===== src/rtl/dockLoopPkg.sv =====
package dockLoopPkg;
  localparam int PAY_W = 12;
  localparam int FLAG_FIELD_W = 6;

  localparam logic [2:0] DST_OLC   = 3'b000;
  localparam logic [2:0] DST_ILC   = 3'b001;
  localparam logic [2:0] DST_ACK   = 3'b010;
  localparam logic [2:0] DST_FLAGS = 3'b111;

  localparam logic [1:0] SRC_PAY  = 2'b00;
  localparam logic [1:0] SRC_DATA = 2'b01;
  localparam logic [1:0] SRC_ALT  = 2'b10;

  typedef struct packed {
    logic olcClear;
    logic olcLoadPay;
    logic olcLoadData;
    logic olcDec;
    logic ilcLoadPay;
    logic ilcLoadData;
    logic ilcLoadInf;
    logic ilcToOne;
    logic ilcDec;
    logic ackLoad;
    logic flagLoad;
    logic cLoad;
    logic cFromShip;
  } dockStrobes_t;
endpackage


===== src/rtl/dockLoopCtrl.sv =====
module dockLoopCtrl
  import dockLoopPkg::*;
#(
  parameter bit OUTPUT_DOCK = 1'b0
) (
  input  logic         execSet,
  input  logic [1:0]   setSrc,
  input  logic [2:0]   setDst,
  input  logic         moveStep,
  input  logic         moveEnd,
  input  logic         moveDi,
  input  logic         moveTi,
  input  logic         abortTorp,
  output dockStrobes_t st
);
  logic setOlc, setIlc;
  logic cTake, cShip;

  assign setOlc = execSet && (setDst == DST_OLC);
  assign setIlc = execSet && (setDst == DST_ILC);

  generate
    if (OUTPUT_DOCK) begin : g_outDock
      // ship value has priority when data is taken
      assign cTake = moveStep && (moveDi || moveTi);
      assign cShip = moveDi;
    end else begin : g_inDock
      assign cTake = moveStep && (moveDi || moveTi);
      assign cShip = 1'b0;
    end
  endgenerate

  always_comb begin
    st             = '0;
    // torpedo beats any same-cycle set of the outer counter
    st.olcClear    = abortTorp;
    st.olcLoadPay  = !abortTorp && setOlc && (setSrc == SRC_PAY);
    st.olcLoadData = !abortTorp && setOlc && (setSrc == SRC_DATA);
    st.olcDec      = !abortTorp && setOlc && (setSrc == SRC_ALT);
    st.ilcLoadPay  = setIlc && (setSrc == SRC_PAY);
    st.ilcLoadData = setIlc && (setSrc == SRC_DATA);
    st.ilcLoadInf  = setIlc && (setSrc == SRC_ALT);
    st.ilcToOne    = !setIlc && moveEnd;
    st.ilcDec      = !setIlc && !moveEnd && moveStep;
    st.ackLoad     = execSet && (setDst == DST_ACK);
    st.flagLoad    = execSet && (setDst == DST_FLAGS);
    st.cLoad       = cTake;
    st.cFromShip   = cShip;
  end
endmodule


===== src/rtl/dockLoopData.sv =====
module dockLoopData
  import dockLoopPkg::*;
#(
  parameter int OLC_W   = 6,
  parameter int ILC_W   = 6,
  parameter int ACK_W   = 11,
  parameter int DLO_W   = 6
) (
  input  logic               clk,
  input  logic               rstN,
  input  dockStrobes_t       st,
  input  logic [PAY_W-1:0]   payload,
  input  logic [DLO_W-1:0]   dataLo,
  input  logic               sigBit,
  input  logic               shipFlag,
  input  logic [2:0]         predCode,
  output logic               predTrue,
  output logic               olcZero,
  output logic               ilcZero,
  output logic               ilcInf,
  output logic               olcZeroEvt,
  output logic [ACK_W-1:0]   ackPath
);
  localparam logic [ILC_W-1:0] ILC_ONE = ILC_W'(1);

  logic [OLC_W-1:0] olcQ, olcNext;
  logic             olcWrite;
  logic [ILC_W-1:0] ilcQ;
  logic             infQ;
  logic             flagA, flagB, flagC;
  logic             newA, newB;
  logic             evtQ;
  logic [ACK_W-1:0] ackQ;

  function automatic logic orTerms(input logic [FLAG_FIELD_W-1:0] f,
                                   input logic a, input logic b, input logic c);
    return (f[5] & a) | (f[4] & ~a) | (f[3] & b) |
           (f[2] & ~b) | (f[1] & c) | (f[0] & ~c);
  endfunction

  assign newA = orTerms(payload[FLAG_FIELD_W-1:0], flagA, flagB, flagC);
  assign newB = orTerms(payload[2*FLAG_FIELD_W-1:FLAG_FIELD_W], flagA, flagB, flagC);

  always_comb begin
    olcWrite = 1'b1;
    olcNext  = olcQ;
    if (st.olcClear)         olcNext = '0;
    else if (st.olcLoadPay)  olcNext = payload[OLC_W-1:0];
    else if (st.olcLoadData) olcNext = dataLo[OLC_W-1:0];
    else if (st.olcDec)      olcNext = (olcQ == '0) ? '0 : olcQ - 1'b1;
    else                     olcWrite = 1'b0;
  end

  always_ff @(posedge clk) begin
    if (!rstN) begin
      olcQ  <= '0;
      evtQ  <= 1'b0;
      ilcQ  <= ILC_ONE;
      infQ  <= 1'b0;
      flagA <= 1'b0;
      flagB <= 1'b0;
      flagC <= 1'b0;
      ackQ  <= '0;
    end else begin
      olcQ <= olcNext;
      evtQ <= olcWrite && (olcNext == '0);

      if (st.ilcLoadPay) begin
        ilcQ <= payload[ILC_W-1:0];
        infQ <= 1'b0;
      end else if (st.ilcLoadData) begin
        ilcQ <= dataLo[ILC_W-1:0];
        infQ <= 1'b0;
      end else if (st.ilcLoadInf) begin
        infQ <= 1'b1;
      end else if (st.ilcToOne) begin
        ilcQ <= ILC_ONE;
        infQ <= 1'b0;
      end else if (st.ilcDec && !infQ && ilcQ != '0) begin
        ilcQ <= ilcQ - 1'b1;
      end

      if (st.flagLoad) begin
        flagA <= newA;
        flagB <= newB;
      end
      if (st.cLoad) flagC <= st.cFromShip ? shipFlag : sigBit;
      if (st.ackLoad) ackQ <= payload[ACK_W-1:0];
    end
  end

  always_comb begin
    unique case (predCode)
      3'b000:  predTrue = (olcQ != '0) && !flagA;
      3'b001:  predTrue = (olcQ != '0) &&  flagA;
      3'b010:  predTrue = (olcQ != '0) && !flagB;
      3'b011:  predTrue = (olcQ != '0) &&  flagB;
      3'b100:  predTrue = (olcQ != '0) && !flagC;
      3'b101:  predTrue = (olcQ != '0) &&  flagC;
      3'b110:  predTrue = (olcQ != '0);
      default: predTrue = 1'b1;
    endcase
  end

  assign olcZero    = (olcQ == '0);
  assign ilcZero    = !infQ && (ilcQ == '0);
  assign ilcInf     = infQ;
  assign olcZeroEvt = evtQ;
  assign ackPath    = ackQ;
endmodule


===== src/rtl/dockLoopUnit.sv =====
module dockLoopUnit
  import dockLoopPkg::*;
#(
  parameter int OLC_W       = 6,
  parameter int ILC_W       = 6,
  parameter int ACK_W       = 11,
  parameter int DATA_W      = 37,
  parameter bit OUTPUT_DOCK = 1'b0
) (
  input  logic              clk,
  input  logic              rstN,
  input  logic [2:0]        predCode,
  input  logic              execSet,
  input  logic [1:0]        setSrc,
  input  logic [2:0]        setDst,
  input  logic [PAY_W-1:0]  payload,
  input  logic [DATA_W-1:0] dataLatch,
  input  logic              moveStep,
  input  logic              moveEnd,
  input  logic              moveDi,
  input  logic              moveTi,
  input  logic              sigBit,
  input  logic              shipFlag,
  input  logic              abortTorp,
  output logic              predTrue,
  output logic              olcZero,
  output logic              ilcZero,
  output logic              ilcInf,
  output logic              olcZeroEvt,
  output logic [ACK_W-1:0]  ackPath
);
  localparam int DLO_W = (OLC_W > ILC_W) ? OLC_W : ILC_W;

  dockStrobes_t st;
  logic         unusedDataHi;

  assign unusedDataHi = ^dataLatch[DATA_W-1:DLO_W];

  dockLoopCtrl #(.OUTPUT_DOCK(OUTPUT_DOCK)) u_ctrl (
    .execSet(execSet), .setSrc(setSrc), .setDst(setDst),
    .moveStep(moveStep), .moveEnd(moveEnd), .moveDi(moveDi),
    .moveTi(moveTi), .abortTorp(abortTorp), .st(st)
  );

  dockLoopData #(.OLC_W(OLC_W), .ILC_W(ILC_W), .ACK_W(ACK_W), .DLO_W(DLO_W)) u_data (
    .clk(clk), .rstN(rstN), .st(st), .payload(payload),
    .dataLo(dataLatch[DLO_W-1:0]), .sigBit(sigBit), .shipFlag(shipFlag),
    .predCode(predCode), .predTrue(predTrue), .olcZero(olcZero),
    .ilcZero(ilcZero), .ilcInf(ilcInf), .olcZeroEvt(olcZeroEvt),
    .ackPath(ackPath)
  );
endmodule


===== config.mk =====
export PLATFORM = sky130hd
export DESIGN_NAME = dockLoopUnit
export DESIGN_NICKNAME = d
export VERILOG_FILES = /design/src/rtl/dockLoopPkg.sv /design/src/rtl/dockLoopCtrl.sv /design/src/rtl/dockLoopData.sv /design/src/rtl/dockLoopUnit.sv
export SDC_FILE = /design/constraint.sdc
export NUM_CORES = 1
export LEC_CHECK = 0
export BUFFER_PORTS_ARGS = -buffer_cell sky130_fd_sc_hd__buf_2
export CAP_MARGIN = 20
export CORE_ASPECT_RATIO = 1.75
export CORE_MARGIN = 4
export CORE_UTILIZATION = 39
export CTS_CLUSTER_SIZE = 16
export DETAILED_ROUTE_END_ITERATION = 6
export PLACE_DENSITY = 0.69
export SETUP_SLACK_MARGIN = 0.5
export SYNTH_ARGS = -nofsm -noshare
export SYNTH_HDL_FRONTEND = slang
export SYNTH_HIERARCHICAL = 1
export SYNTH_SLANG_ARGS = --single-unit

===== constraint.sdc =====
create_clock -name clk -period 6.6 [get_ports clk]
set_clock_uncertainty 0.05 [all_clocks]
set_input_delay 0.99 -clock clk [delete_from_list [all_inputs] [get_ports clk]]
set_output_delay 0.99 -clock clk [all_outputs]
set_load 0.1 [all_outputs]

==> metrics, run 1 <==
multi-input logic area=1090 um2; largest net degree at the start of global routing=24; vias per cell=5.32; r2r startpoint=u_data/olcQ[0]; CTS Buf Count=3; Cells after DPL=311; flops & latches, synth=28; hold path endpoint=u_data/ilcQ[1]; fillers=464; EDFF count, synth=0; critical path data required time=6.73 ns; I/O Buffers=51; R2R Path End=u_data/olcZeroEvt; list of most frequent post-synthesis cells=nor2_1 (29), dfxtp_1 (28), mux2i_1 (17), o21ai_0 (15), inv_1 (14); Synth area leaders=dfxtp_1 (32%), mux2i_1 (9.6%), nor2_1 (6.2%); total core area=4400 um2; status=completed; Initial Util=40.1%; Distinct cells, synth=54; CTS Sinks=28; vias=1672; worst-margin pin slew=0.855 ns; Max-Cap Viols=0; PD cells=169 nW/um2; Finished Layout Cells=314; root buf cell=clkbuf_8; cells after synthesis=216; CP Max Fanout=15; Post-CTS Setup Inserts=0; RSZ-0062 raised after global routing=false; Cell Area, Synth=1770 um2; final setup fails=0; die area=5720 um2; Synth top area share=31.7%; Hold-fix buffers, CTS=0; Initial DRC Count=51; period utilization=51.0%; CTS HTree Levels=1; Most used DFF post-synth=dfxtp_1; detailed placement HPWL=3780 um; Post-Route WL=4660 um; # diodes=0; Lkg Pwr=0.896 nW; CTS Buffer Depth=2; layout cell share with drive strength beyond 1=26.2%; Placer Congestion=0.819; ys async rst share=0%; R2R cell count=7; hold_sp=u_data/ilcQ[1]; synthesized area per cell=8.18 um2; first-pass GRT wire length=7850 um; Setup CP Type=in -> reg; Avg WL per Cell=14.9 um; Yosys Warn Count=6; Synthesized Nets=286; FF+latch area=561 um2; TritonCTS clock tree=yes; first-pass iteration count of the detailed router=4; flop2flop setup slack=4.41 ns; Peak VDD IR=0.130 mV; Layout Area Growth over Synthesis=18.4%; I/O Pins=83; Startpoint Class=primary input; Rows=32; setup TNS=0 ns; chip height=97.1 um; min cycle time layout=3.36 ns; final net count=335; GR Util All Layers=17.6%; final count of hold timing violations=0; Worst slew margin=42.8%; Fmax=0.297 GHz; post-cts sizing count=0; Die X=58.9 um; final antenna-violating net count=0; gr ovfl total=0; Worst EP arrival=3.49 ns; clock slew at the register clock pins of the worst setup and hold paths=0.09 ns; fin. max-slew vios=0; CP endpoint kind=flip-flop; hold path cells=2; sequential area share after synthesis=31.7%; clk_lat worst skew=0.27 ns; Synth area leader=dfxtp_1; initial antenna violation count=0; hold crit path type=reg -> reg; DRC=0; vias in the first global route=1702; most frequent cell after synthesis=nor2_1
worst max-delay path by stage:
| stage | endpoint | cells past startpoint | from | slack [ns] |
|---|---|---|---|---|
| floorplan | predTrue | 5 | predCode[2] | 2.03 |
| global placement | u_data/olcZeroEvt | 8 | abortTorp | 2.98 |
| detailed placement | u_data/olcZeroEvt | 8 | abortTorp | 2.94 |
| CTS | u_data/olcZeroEvt | 8 | abortTorp | 3.22 |
| global route | u_data/olcZeroEvt | 8 | abortTorp | 2.98 |
| finish | u_data/olcZeroEvt | 8 | abortTorp | 3.24 |
state kept, by name, summed over array words and instances (netlist names):
name	count
u_data/flagC	1
u_data/ilcQ	6
u_data/olcZeroEvt	1
u_data/ackPath	11
u_data/olcQ	6
u_data/flagB	1
u_data/flagA	1
u_data/ilcInf	1
cell families (layout without fill, tap and decap cells):
| logic type | count (synthesis) | after routing | share of synthesized area [%] |
|---|---|---|---|
| multiplexers | 18 | 18 | 10.3 |
| buffers and inverters | 25 | 72 | 6.51 |
| adder cells (fa/ha/maj) | 3 | 3 | 2.12 |
| AND/OR/NAND/NOR | 82 | 82 | 24.8 |
| XOR/XNOR | 6 | 6 | 2.97 |
| other | 1 | 1 | 0.212 |
| AO/OA/AOI/OAI | 53 | 53 | 21.4 |
| flip-flops | 28 | 28 | 31.7 |
cell usage in the layout (no fill, tap or decap), drive strengths merged, types with 3 or more instances in the layout:
cell,instances
dfxtp,28
nand2,13
buf,55
nor3,7
a211oi,3
nor2b,3
nand2b,3
nand3,3
a211o,5
nor3b,5
clkbuf,3
mux2i,17
and2,3
xor2,5
nor2,29
a21oi,11
a221oi,5
o31ai,4
o21ai,15
ha,3
inv,14
per-layer routing:
metal	share of wire (%)	GRT usage [%]	vias to the layer above	routed length, um
met4	2.2	7.50	0	103
met3	2.9	1.73	8	134
li1	-	-	865	-
met5	0	0	-	0
met2	57	32.3	32	2660
met1	38	19.5	767	1770
layout make-up:
type | count | area share [%]
clock buffer | 3 | 1.97
sequential | 28 | 26.8
inverter | 14 | 2.51
multi-input combinational | 163 | 52.2
tap | 51 | 3.05
timing repair buffer | 55 | 13.5
power by group:
group          internal [W]  leakage, nW  switching (W)  total [W]
logic             0.0000285        0.648      0.0000549  0.0000834
clock network     0.0000410       0.0216      0.0000517  0.0000927
registers          0.000174        0.227     0.00000444   0.000178
critical path, stage by stage:
cell and delay, ns:
buf_2 0.16, or4_1 0.51, nor2_1 0.66, or3_1 0.26, o21ai_0 0.09, a311oi_1 0.25, o311ai_0 0.22, nor4b_1 0.34
per-stage QoR:
step	worst slack, ns	cell area (um2)	power, W	util, %	hold slack, ns
after floorplan	2.03	1770	0.000241	-	0.395
after global placement	2.98	2050	0.000265	46.5	0.406
after detailed placement	2.94	2050	0.000266	46.6	0.415
after CTS	3.22	2090	0.000360	47.5	0.429
after global routing	2.98	2090	0.000372	47.5	0.479
final	3.24	2090	0.000355	47.5	0.429
No activity file was read; power rests on OpenSTA's default activity.
==> inputs of run 2 (changes only) <==
--- a/config.mk
+++ b/config.mk
@@ -5,6 +5,7 @@
 export SDC_FILE = /design/constraint.sdc
 export NUM_CORES = 1
 export LEC_CHECK = 0
+export ABC_AREA = 1
 export BUFFER_PORTS_ARGS = -buffer_cell sky130_fd_sc_hd__buf_2
 export CAP_MARGIN = 20
 export CORE_ASPECT_RATIO = 1.75
@@ -12,7 +13,7 @@
 export CORE_UTILIZATION = 39
 export CTS_CLUSTER_SIZE = 16
 export DETAILED_ROUTE_END_ITERATION = 6
-export PLACE_DENSITY = 0.69
+export PLACE_DENSITY = 0.68
 export SETUP_SLACK_MARGIN = 0.5
 export SYNTH_ARGS = -nofsm -noshare
 export SYNTH_HDL_FRONTEND = slang
==> constraint.sdc (replaced) <==
create_clock -name clk -period 3.3 [get_ports clk]
set_clock_uncertainty 0.05 [all_clocks]
set_input_delay 0.495 -clock clk [delete_from_list [all_inputs] [get_ports clk]]
set_output_delay 0.495 -clock clk [all_outputs]
set_load 0.1 [all_outputs]
==> run 2 against run 1 <==
Against the previous run: synthesized area up 4.7%; first-iteration DRC count up 65%; sequential share of layout area down 1.1 points; non-clock buffer count down 2.
==> metrics, run 2 <==
sequential area share after synthesis=30.3% (-1.4 points); Largest register FFs=11 (unchanged); DRC=0 (unchanged); post-cts sizing count=0 (unchanged); initial antenna violation count=0 (unchanged); root buf cell=clkbuf_8; min cycle time layout=2.41 ns; most frequent cell after synthesis=nand2_1; Cells after DPL=389 (+25%); Distinct cells, synth=35 (-35%); CTS HTree Levels=1 (unchanged); worst-margin pin slew=0.662 ns (-0.193 ns); RSZ-0062 raised after global routing=false; first-pass GRT wire length=8390 um (+6.9%); Layout Area Growth over Synthesis=18.2%; final net count=413 (+23%); Hold-fix buffers, CTS=0 (unchanged); final instance area=2190 um2 (+4.5%); final count of hold timing violations=0 (unchanged); Synth area leader=dfxtp_1; DP Area=2120 um2 (+3.1%); chip height=99.1 um (+2.1%); Fmax=0.416 GHz; Most used DFF post-synth=dfxtp_1; CP Max Fanout=5 (-10); Initial DRC Count=84 (+65%); ys async rst share=0% (unchanged); Cell Area, Synth=1850 um2 (+4.7%); PD cells=385 nW/um2 (+130%); hold crit path type=in -> reg; final setup fails=0 (unchanged); Lkg Pwr=1.07 nW (+19%); GR Util All Layers=17.9% (+0.28 points); Max-Cap Viols=0 (unchanged); combinational fraction of design power=24.2% (+0.7 points); Setup CP Type=reg -> out; Clk pwr share=32.7% (+6.5 points); period utilization=72.9%; flops & latches, synth=28 (unchanged); cells after synthesis=296 (+37%); Initial Util=41.3% (+1.1 points); CTS Buffer Depth=2 (unchanged); setup TNS=0 ns (unchanged); largest net degree at the start of global routing=19 (-21%); vias per cell=5.08 (-4.6%); CP endpoint kind=output port; vias in the first global route=1948 (+14%); final worst setup slack=0.894 ns (-2.34 ns); hold slack=0.408 ns (-0.0205 ns); Seq pwr share=43.1% (-7.2 points); fin. max-slew vios=0 (unchanged); Synthesized Nets=366 (+28%); Post-CTS Setup Inserts=0 (unchanged); status=completed; gr ovfl total=0 (unchanged); total core area=4480 um2 (+1.8%); Placer Congestion=0.859 (+4.9%); final antenna-violating net count=0 (unchanged); detailed placement HPWL=4060 um (+7.4%); Finished Layout Cells=393 (+25%); Yosys Warn Count=6 (unchanged); Pint=0.000575 W (+140%); sw frac=31.7% (+0.43 points); clk_lat worst skew=0.28 ns (about the same); most common cell after layout, fill and taps aside=nand2_1; CTS Sinks=28 (unchanged); I/O Pins=83 (unchanged); Worst slew margin=55.7% (+13 points); Peak VDD IR=0.293 mV (+120%); EDFF count, synth=0 (unchanged); most frequent cells in the layout=nand2_1 (53), buf_2 (51), nor2_1 (49); Worst EP arrival=1.86 ns (-1.63 ns); Worst Setup Slack post-DPL=1.03 ns (-1.91 ns); CTS Buf Count=3 (unchanged); first-pass iteration count of the detailed router=4 (unchanged); I/O Buffers=51 (unchanged); Die X=60.1 um (+2.0%); vias=1997 (+19%); layout cell share with drive strength beyond 1=21.9% (-4.3 points); Post-Route WL=5070 um (+8.6%); die area=5950 um2 (+4.2%); list of most frequent post-synthesis cells=nand2_1 (53), nor2_1 (49), inv_1 (40), a21oi_1 (33), dfxtp_1 (28); Avg WL per Cell=12.9 um (-13%); clock slew at the register clock pins of the worst setup and hold paths=0.10 ns (about the same); TritonCTS clock tree=yes; Rows=32 (unchanged); synthesized area per cell=6.25 um2 (-24%); critical path data required time=2.75 ns (-3.98 ns); # diodes=0 (unchanged); Startpoint Class=flip-flop; Synth top area share=30.3% (-1.4 points); Net Switching=0.000267 W (+140%); Synth area leaders=dfxtp_1 (30%), nand2_1 (11%), nor2_1 (9.9%)
-- run 2: kinds of logic (layout without fill, tap and decap cells) --
kind of cell	count (synthesis)	in the layout	share of synthesized area [%]
other	1	1	0.203
and+or+nand+nor	128	128	30.1
AOI/OAI and AO/OA	77	77	23.1
buffers and inverters	57	103	13.3
xor gates and xnor gates	2	2	0.947
adders and majority gates	3	3	2.03
DFF	28	28	30.3
-- run 2: area by class of cell --
class                      instances  area, um2
inverter                          46        173
timing repair buffer              53        270
tap                               51       63.8
clock inverter                     1       30.0
sequential                        28        561
fill                             478       2300
multi-input combinational        211       1050
clock buffer                       3       41.3
-- run 2: metal layers --
layer | wire, um | track usage (%) | up-vias
li1 | - | - | 1040
met1 | 2020 | 20.9 | 900
met2 | 2710 | 32.3 | 53
met3 | 279 | 2.34 | 4
met4 | 49 | 5.80 | 0
met5 | 0 | 0 | -
-- run 2: power groups by stage --
stage          Combinational, W  Clock [W]  Sequential, W
6_report               0.000204   0.000276       0.000363
5_1_grt                0.000226   0.000295       0.000364
4_1_cts                0.000204   0.000282       0.000362
3_5_place_dp           0.000203          0       0.000370
3_3_place_gp           0.000200          0       0.000370
2_1_floorplan          0.000112          0       0.000408
-- run 2: through the flow --
stage	util [%]	power [W]
6_report	48.8	0.000842
5_1_grt	48.8	0.000886
4_1_cts	48.8	0.000848
3_5_place_dp	47.2	0.000573
3_3_place_gp	47.2	0.000570
2_1_floorplan	-	0.000521
-- run 2: path summary, 6_finish.rpt --
kind,from,to,slack [ns],cells past startpoint
worst min-delay path,payload[9],u_data/ackPath[9],0.41,3
worst max-delay path,u_data/olcQ[0],predTrue,0.89,6
worst min register to register,u_data/ackPath[7],u_data/ackPath[7],0.45,2
worst max register to register,u_data/olcQ[0],u_data/olcZeroEvt,1.53,10
-- run 2: critical path: stages (launching register included) --
cell and delay [ns]:
dfxtp_1 0.40, inv_1 0.08, ha_1 0.23, nand3_2 0.13, nand3_1 0.11, a211oi_2 0.17
buf_2 0.45
==> inputs of run 3 (changes only) <==
--- a/config.mk
+++ b/config.mk
@@ -13,7 +13,7 @@
 export CORE_UTILIZATION = 39
 export CTS_CLUSTER_SIZE = 16
 export DETAILED_ROUTE_END_ITERATION = 6
-export PLACE_DENSITY = 0.68
+export PLACE_DENSITY = 0.71
 export SETUP_SLACK_MARGIN = 0.5
 export SYNTH_ARGS = -nofsm -noshare
 export SYNTH_HDL_FRONTEND = slang
==> constraint.sdc (replaced) <==
create_clock -name clk -period 2 [get_ports clk]
set_clock_uncertainty 0.05 [all_clocks]
set_input_delay 0.3 -clock clk [delete_from_list [all_inputs] [get_ports clk]]
set_output_delay 0.3 -clock clk [all_outputs]
set_load 0.1 [all_outputs]
==> run 3 against run 2 <==
Against the previous run: critical path depth stayed put; largest cell class unchanged; die area is the same; sequential cell count stayed put; hold slack got worse by 0.20 ns; highest routed layer unchanged; final cell count increased by 4.6%; critical endpoint unchanged; design area up 20%; critical path type unchanged; clock power rose by 64%; register-to-register slack worse by 1.3 ns; global-route usage increased by 1.2 points; sequential power up 65%; setup slack worse by 0.74 ns; clock-buffer cell count did not move.
==> metrics, run 3 (same netlist as run 2, synthesis figures left out) <==
status=completed; first-pass GRT wire length=9020 um (+7.5%); Worst Setup Slack post-DPL=0.0803 ns (-0.947 ns); final worst setup slack=0.151 ns (-0.744 ns); Initial Util=41.3% (unchanged); total core area=4480 um2 (unchanged); CTS Buf Count=3 (unchanged); layout cell share with drive strength beyond 1=36.9% (+15 points); final net count=431 (+4.4%); I/O Pins=83 (unchanged); GR Util All Layers=19.1% (+1.2 points); Lkg Pwr=1.21 nW (+13%); Post-Route WL=5580 um (+10%); Placer Congestion=0.887 (+3.3%); final instance area=2620 um2 (+20%); RSZ-0062 raised after global routing=true; clk_lat worst skew=0.28 ns (about the same); die area=5950 um2 (unchanged); period utilization=92.5%; chip height=99.1 um (unchanged); Peak VDD IR=0.464 mV (+58%); CP Max Fanout=3 (-2); fin. max-slew vios=0 (unchanged); CTS Sinks=28 (unchanged); GR Layer Usage met1=19.8% (-1.0 points); GRT met3 Usage=2.21% (-0.13 points); Largest register FFs=11 (unchanged); final count of hold timing violations=0 (unchanged); most frequent cells in the layout=nand2_1 (47), buf_2 (46), nor2_1 (39); final antenna-violating net count=0 (unchanged); DP Area=2280 um2 (+7.7%); Worst EP arrival=1.50 ns (-0.36 ns); Hold-fix buffers, CTS=0 (unchanged); most common cell after layout, fill and taps aside=nand2_1; CTS HTree Levels=1 (unchanged); Setup CP Type=reg -> out; first-pass iteration count of the detailed router=4 (unchanged); Startpoint Class=flip-flop; CP endpoint kind=output port; critical path data required time=1.65 ns (-1.10 ns); gr ovfl total=0 (unchanged); vias per cell=5.19 (+2.1%); detailed placement HPWL=4080 um (+0.61%); TritonCTS clock tree=yes; final setup fails=0 (unchanged); vias=2132 (+6.8%); met2 Use GR=34.7% (+2.4 points); Most Crowded Layer GR=met2; Max-Cap Viols=0 (unchanged); min cycle time layout=1.85 ns; CTS Buffer Depth=2 (unchanged); Rows=32 (unchanged); PD cells=568 nW/um2 (+47%); I/O Buffers=51 (unchanged); Avg WL per Cell=13.6 um (+5.2%); DRC=0 (unchanged); setup TNS=0 ns (unchanged); vias in the first global route=2130 (+9.3%); Layout Area Growth over Synthesis=41.7%; largest net degree at the start of global routing=19 (unchanged); Fmax=0.541 GHz; Die X=60.1 um (unchanged); clock slew at the register clock pins of the worst setup and hold paths=0.10 ns (about the same); root buf cell=clkbuf_8; initial antenna violation count=0 (unchanged); Initial DRC Count=53 (-37%); hold crit path type=in -> reg; # diodes=0 (unchanged)
[run 3: worst paths after layout]
kind	from	to	slack (ns)	depth (start not counted)
hold reg to reg	u_data/ackPath[9]	u_data/ackPath[9]	0.46	2
setup / recovery	u_data/olcQ[0]	predTrue	0.15	6
setup reg to reg	u_data/olcQ[0]	u_data/olcZeroEvt	0.24	13
hold / removal	payload[6]	u_data/ackPath[6]	0.21	3
[run 3: critical path, cell delays in order, from the launching register on]
cell and delay (ns):
dfxtp_4 0.36, inv_2 0.04, ha_4 0.16, nand3_4 0.11, nand3_2 0.09, a211oi_4 0.25, buf_12 0.21
[run 3: layout make-up]
cell class	instances	area [um2]
fillers	437	1860
clock buffers	3	41.3
inverters	46	190
flip-flops and latches	28	573
repair buffers	70	475
well taps	51	63.8
multi-input cells	212	1250
clock inverters	1	30.0
[run 3: through the flow]
step / util, % / hold slack (ns) / power (W) / std cells
final: 58.5 / 0.206 / 0.00149 / 411
after global routing: 58.5 / 0.217 / 0.00156 / 411
after floorplan: - / 0.381 / 0.000880 / 296
after CTS: 55.2 / 0.202 / 0.00147 / 405
after global placement: 50.8 / 0.423 / 0.000976 / 392
after detailed placement: 50.8 / 0.427 / 0.000981 / 392
[run 3: per-layer routing]
layer / routed length, um / up-vias
met3: 253 / 21
met5: 0 / -
met2: 3050 / 64
met4: 261 / 0
met1: 2010 / 967
li1: - / 1080
[run 3: where the power goes]
group	internal, W	switching (W)
registers	0.000582	0.0000165
clock network	0.000268	0.000184
logic	0.000154	0.000283
total	0.00100	0.000484
[run 3: timing repair]
item / 4_1_cts / 5_1_grt
setup endpoints to repair: 12 / 15
resized for setup: 21 / 29
buffers inserted: 8 / 6
pin swaps: 6 / 15
cloned: 1 / 0
